## src/rtl/nrzi_dscr_pkg.sv

```systemverilog
package nrzi_dscr_pkg;
   // Default feed-forward taps of the x^9 + x^4 + 1 section.
   localparam int unsigned DEF_TAP_NEAR = 4;
   localparam int unsigned DEF_TAP_FAR  = 9;

   // Accepted bits needed before the output no longer depends on start-up state:
   // the far tap of the descrambler plus one bit of NRZI history.
   function automatic int unsigned fill_bits(input int unsigned tap_far);
      return tap_far + 1;
   endfunction

   function automatic int unsigned cnt_width(input int unsigned limit);
      return (limit < 2) ? 1 : $clog2(limit + 1);
   endfunction
endpackage

```

## src/rtl/nrzi_edge_decode.sv

```systemverilog
module nrzi_edge_decode (
   input  logic clk,
   input  logic rst,
   input  logic step,
   input  logic line_bit,
   output logic nrz_bit
);
   logic last_q;

   always_ff @(posedge clk) begin
      if (rst)       last_q <= 1'b0;
      else if (step) last_q <= line_bit;
   end

   assign nrz_bit = line_bit ^ last_q;
endmodule

```

## src/rtl/ff_descramble.sv

```systemverilog
module ff_descramble #(
   parameter int unsigned TAP_NEAR = 4,
   parameter int unsigned TAP_FAR  = 9
) (
   input  logic clk,
   input  logic rst,
   input  logic step,
   input  logic nrz_bit,
   output logic plain_bit
);
   logic [TAP_FAR:1] hist_q;

   generate
      if (TAP_FAR > 1) begin : g_wide
         always_ff @(posedge clk) begin
            if (rst)       hist_q <= '0;
            else if (step) hist_q <= {hist_q[TAP_FAR-1:1], nrz_bit};
         end
      end else begin : g_single
         always_ff @(posedge clk) begin
            if (rst)       hist_q <= '0;
            else if (step) hist_q <= nrz_bit;
         end
      end
   endgenerate

   assign plain_bit = nrz_bit ^ hist_q[TAP_NEAR] ^ hist_q[TAP_FAR];
endmodule

```

## src/rtl/fill_gate.sv

```systemverilog
module fill_gate #(
   parameter int unsigned FILL = 10
) (
   input  logic clk,
   input  logic rst,
   input  logic step,
   output logic primed
);
   localparam int unsigned CW = nrzi_dscr_pkg::cnt_width(FILL);
   localparam logic [CW-1:0] LIMIT = CW'(FILL);

   logic [CW-1:0] seen_q;

   always_ff @(posedge clk) begin
      if (rst)                         seen_q <= '0;
      else if (step && seen_q != LIMIT) seen_q <= seen_q + 1'b1;
   end

   assign primed = (seen_q == LIMIT);
endmodule

```

## src/rtl/nrzi_descrambler.sv

```systemverilog
module nrzi_descrambler #(
   parameter int unsigned TAP_NEAR = nrzi_dscr_pkg::DEF_TAP_NEAR,
   parameter int unsigned TAP_FAR  = nrzi_dscr_pkg::DEF_TAP_FAR,
   parameter bit          OUT_REG  = 1'b1
) (
   input  logic clk,
   input  logic rst,
   input  logic ser_bit,
   input  logic ser_valid,
   output logic dat_bit,
   output logic dat_valid
);
   localparam int unsigned FILL = nrzi_dscr_pkg::fill_bits(TAP_FAR);

   generate
      if (TAP_NEAR < 1 || TAP_NEAR >= TAP_FAR)
         $error("nrzi_descrambler: TAP_NEAR must lie in 1..TAP_FAR-1");
   endgenerate

   logic nrz_w, plain_w, primed_w;

   nrzi_edge_decode u_edge (
      .clk(clk), .rst(rst), .step(ser_valid),
      .line_bit(ser_bit), .nrz_bit(nrz_w)
   );

   ff_descramble #(.TAP_NEAR(TAP_NEAR), .TAP_FAR(TAP_FAR)) u_dscr (
      .clk(clk), .rst(rst), .step(ser_valid),
      .nrz_bit(nrz_w), .plain_bit(plain_w)
   );

   fill_gate #(.FILL(FILL)) u_fill (
      .clk(clk), .rst(rst), .step(ser_valid), .primed(primed_w)
   );

   generate
      if (OUT_REG) begin : g_reg_out
         logic bit_q, vld_q;
         always_ff @(posedge clk) begin
            if (rst) begin
               bit_q <= 1'b0;
               vld_q <= 1'b0;
            end else begin
               bit_q <= plain_w & ser_valid & primed_w;
               vld_q <= ser_valid & primed_w;
            end
         end
         assign dat_bit   = bit_q;
         assign dat_valid = vld_q;
      end else begin : g_comb_out
         assign dat_valid = ser_valid & primed_w & ~rst;
         assign dat_bit   = plain_w & dat_valid;
      end
   endgenerate
endmodule

```

## config.mk

```make
export PLATFORM = sky130hd
export DESIGN_NAME = nrzi_descrambler
export DESIGN_NICKNAME = d
export VERILOG_FILES = /design/src/rtl/nrzi_dscr_pkg.sv /design/src/rtl/nrzi_edge_decode.sv /design/src/rtl/ff_descramble.sv /design/src/rtl/fill_gate.sv /design/src/rtl/nrzi_descrambler.sv
export SDC_FILE = /design/constraint.sdc
export NUM_CORES = 1
export LEC_CHECK = 0
export ABC_AREA = 1
export ABC_CLOCK_PERIOD_IN_PS = 1000
export CAP_MARGIN = 25
export CORE_UTILIZATION = 35
export CTS_CLUSTER_DIAMETER = 200
export DETAILED_ROUTE_END_ITERATION = 8
export MAX_ROUTING_LAYER = met4
export SYNTH_ARGS = -nofsm -noshare
export SYNTH_HDL_FRONTEND = slang
export SYNTH_SLANG_ARGS = --single-unit
```

## constraint.sdc

```tcl
create_clock -name clk -period 1 [get_ports clk]
set_input_delay 0.3 -clock clk [delete_from_list [all_inputs] [get_ports clk]]
set_output_delay 0.3 -clock clk [all_outputs]
set_load 0.05 [all_outputs]
```

==> metrics.json <==
{
  "drt": {
    "route.detailed.drc": 0,
    "antenna_violating_nets_post_route": 0,
    "detailed_router_s_first_iteration_violation_count": 10,
    "route.detailed.wl_per_inst_um": 9.43,
    "drt_pre_antenna_iters": 4,
    "detail_route.wirelength_um": 1270,
    "num_vias": 591,
    "detail_route.vias_per_cell": 4.38
  },
  "logic_synthesis": {
    "synthesis.area_um2": 682,
    "postSynthRegisterBits": 16,
    "seq_area_frac_synth_pct": 47.0,
    "netlist-cell-type-count": 17,
    "yosys_warnings": 0,
    "synth_cells": 94,
    "synth_nets": 100,
    "post_synth.cell_area_avg_um2": 7.25
  },
  "power": {
    "netSwitchingPower_mw": 0.321,
    "vdd_drop_max_mv": 0.943,
    "clock_power_share_pct": 32.5,
    "power.internal_mw": 0.981,
    "pwr-share-comb_pct": 13.9,
    "netSwitchingFraction_pct": 24.6,
    "seq_power_share_pct": 53.6,
    "power.density_cell_area_nw_per_um2": 1390,
    "total_leakage_power_nw": 0.427,
    "design_power_total_mw": 1.30
  },
  "clock_network": {
    "path_clk_slew_ps": 90,
    "tritoncts": "built",
    "clock-sinks": 16,
    "cts_buffers": 3,
    "h_tree_depth_reported_by_cts": 1,
    "clock_latency_ps": 280,
    "clock_tree.root_cell": "clkbuf_4",
    "ctsLongestPathBuffers": 2
  },
  "timing": {
    "timing.final.crit_period_ps": 1060,
    "worst_slack_ps": -64.8,
    "skew_ps": 2.15,
    "worstMarginPinSlew_ps": 211,
    "finalSetupViolCount": 3,
    "maxClockFrequency_ghz": 0.939,
    "total_count_of_hold_check_failures_in_the_final_report": 0,
    "rsz0062_at_grt": "true",
    "finalCritPeriodShare_pct": 106,
    "slew_headroom_pct": 85.9,
    "final_max_slew_viol_count": 0
  },
  "placement": {
    "gp_routability_congestion": 0.797,
    "dp.final_hpwl_um": 921,
    "placement.cell_area_um2": 835,
    "port_buffers": 5
  },
  "finish": {
    "post-route-cell-area_um2": 933,
    "finish.net_count": 117,
    "antennaDiodeCount": 0,
    "area_growth_syn_to_layout_pct": 36.9,
    "layout-drive-gt1-share_pct": 28.2
  },
  "die": {
    "row_count": 15,
    "die_w_um": 46.1,
    "floorplan.die_area_um2": 2130,
    "initial_utilization_pct": 38.2,
    "die_height_um": 46.1,
    "coreArea_um2": 1780,
    "io-pin-count": 6
  },
  "critical_path": {
    "timing.critical_path.slowest_cell_delay_ps": 350,
    "worstPathRequired_ps": 700,
    "timing.critical_path.slowest_stage_cell": "dfxtp_2",
    "path_delay_family": "flip-flops",
    "crit_path_cell_trace": "buf_12",
    "crit_path_end_kind": "output port",
    "critical_path_cell_count": 1,
    "crit_type": "flop to output port",
    "timing.reg2reg.worst_path_depth": 7,
    "timing.critical_path.buf_inv": 1,
    "arrival_ps": 760,
    "timing.critical_path.from_type": "flop",
    "worst-path-max-fanout": 1
  },
  "grt": {
    "grt_first_pass_wirelength_um": 1970,
    "gr-usage-all-layers_pct": 13.7,
    "grt_antenna_before_repair": 0,
    "via_count_of_the_first_global_routing_pass": 488,
    "grt_overflow_total": 0,
    "grt_max_degree": 12
  },
  "hold_path": {
    "number_of_cells_traversed_by_the_worst_hold_path": 4,
    "worst_hold_path_type": "primary input to flop"
  },
  "status": {
    "status": "finished with violations",
    "failed_checks": "setup timing"
  },
  "run": {
    "max_cap_violations": 0
  }
}
==> power by group through the flow <==
stage | Combinational [mW] | Clock [mW] | Sequential (mW)
6_report | 0.181 | 0.423 | 0.697
5_1_grt | 0.206 | 0.476 | 0.702
3_5_place_dp | 0.167 | 0 | 0.707
4_1_cts | 0.172 | 0.448 | 0.697
2_1_floorplan | 0.101 | 0 | 0.704
3_3_place_gp | 0.164 | 0 | 0.706
==> routing by layer <==
layer  vias to the layer above  track usage (%)  share of wire, %
li1                        326                -                 -
met1                       255             16.4                49
met2                         8             20.3                46
met3                         2             7.06               4.3
met4                         0             3.53              0.47
met5                         -                -                 0
==> cell usage in the layout, fill, tap and decap left out, drive strengths merged, types with 2 or more instances in the layout <==
cell type     n
nand2        19
nor2         18
dfxtp        16
buf          12
inv          12
o21ai        10
a21oi         7
clkbuf        4
nand3         4
ha            2
dlygate4sd2   2
==> worst paths after layout <==
kind                                                    start                             to  slack, ps
worst max register to register  u_fill.seen_q[0]$_SDFFE_PP0P_  u_fill.seen_q[0]$_SDFFE_PP0P_        -10
worst min-delay path                                      rst  u_dscr.hist_q[2]$_SDFFE_PP0P_        370
worst min register to register  u_dscr.hist_q[2]$_SDFFE_PP0P_  u_dscr.hist_q[3]$_SDFFE_PP0P_        480
worst max-delay path                     dat_valid$_SDFF_PP0_                      dat_valid        -60
==> state kept, by name (all words and copies together), names as in the netlist <==
name and flops:
dat_bit 1, dat_valid 1, u_fill.seen_q 4, u_edge.last_q 1, u_dscr.hist_q 9
==> layout make-up <==
type / count / area [µm²]
fill: 181 / 850
multi-input combinational: 63 / 348
clock buffer: 4 / 36.3
inverter: 12 / 45.0
sequential: 16 / 328
timing repair buffer: 15 / 145
tap: 25 / 31.3
==> through the flow <==
step,utilization [%],cells,setup TNS (ps),hold slack (ps),setup slack (ps)
after global placement,46.8,131,-4600,470,-321
final,52.4,135,-134,367,-64.8
after floorplan,-,94,0,449,6.22
after CTS,50.2,135,-177,491,-83.0
after detailed placement,46.8,131,-4760,474,-347
after global routing,52.4,135,-387,390,-106
==> logic make-up after synthesis <==
| kind of cell | after synthesis | synth area share (%) |
|---|---|---|
| simple gates | 43 | 25.0 |
| compound gates | 17 | 13.0 |
| flops | 16 | 47.0 |
| buf+inv | 15 | 10.1 |
| fa+ha+maj | 2 | 3.67 |
| xor+xnor | 1 | 1.28 |
==> synthesized netlist by cell type (all sizes together) <==
library cell   n  share of area (%)
dfxtp         16                 47
o21ai         10                7.3
nand3          4                2.9
ha             2                3.7
nand4          1               0.92
buf            3                3.5
nand2         19                 10
nor2          18                9.9
a21oi          7                5.7
inv           12                6.6
xnor2          1                1.3
nor3           1               0.73
==> repair_timing <==
item / 4_1_cts / 5_1_grt
hold buffers: 0 / 0
buffers inserted: 0 / 0
resized for setup: 12 / 9
endpoints found under the setup margin: 9 / 13
pin swaps: 6 / 6
(Power assumes the default switching activity.)
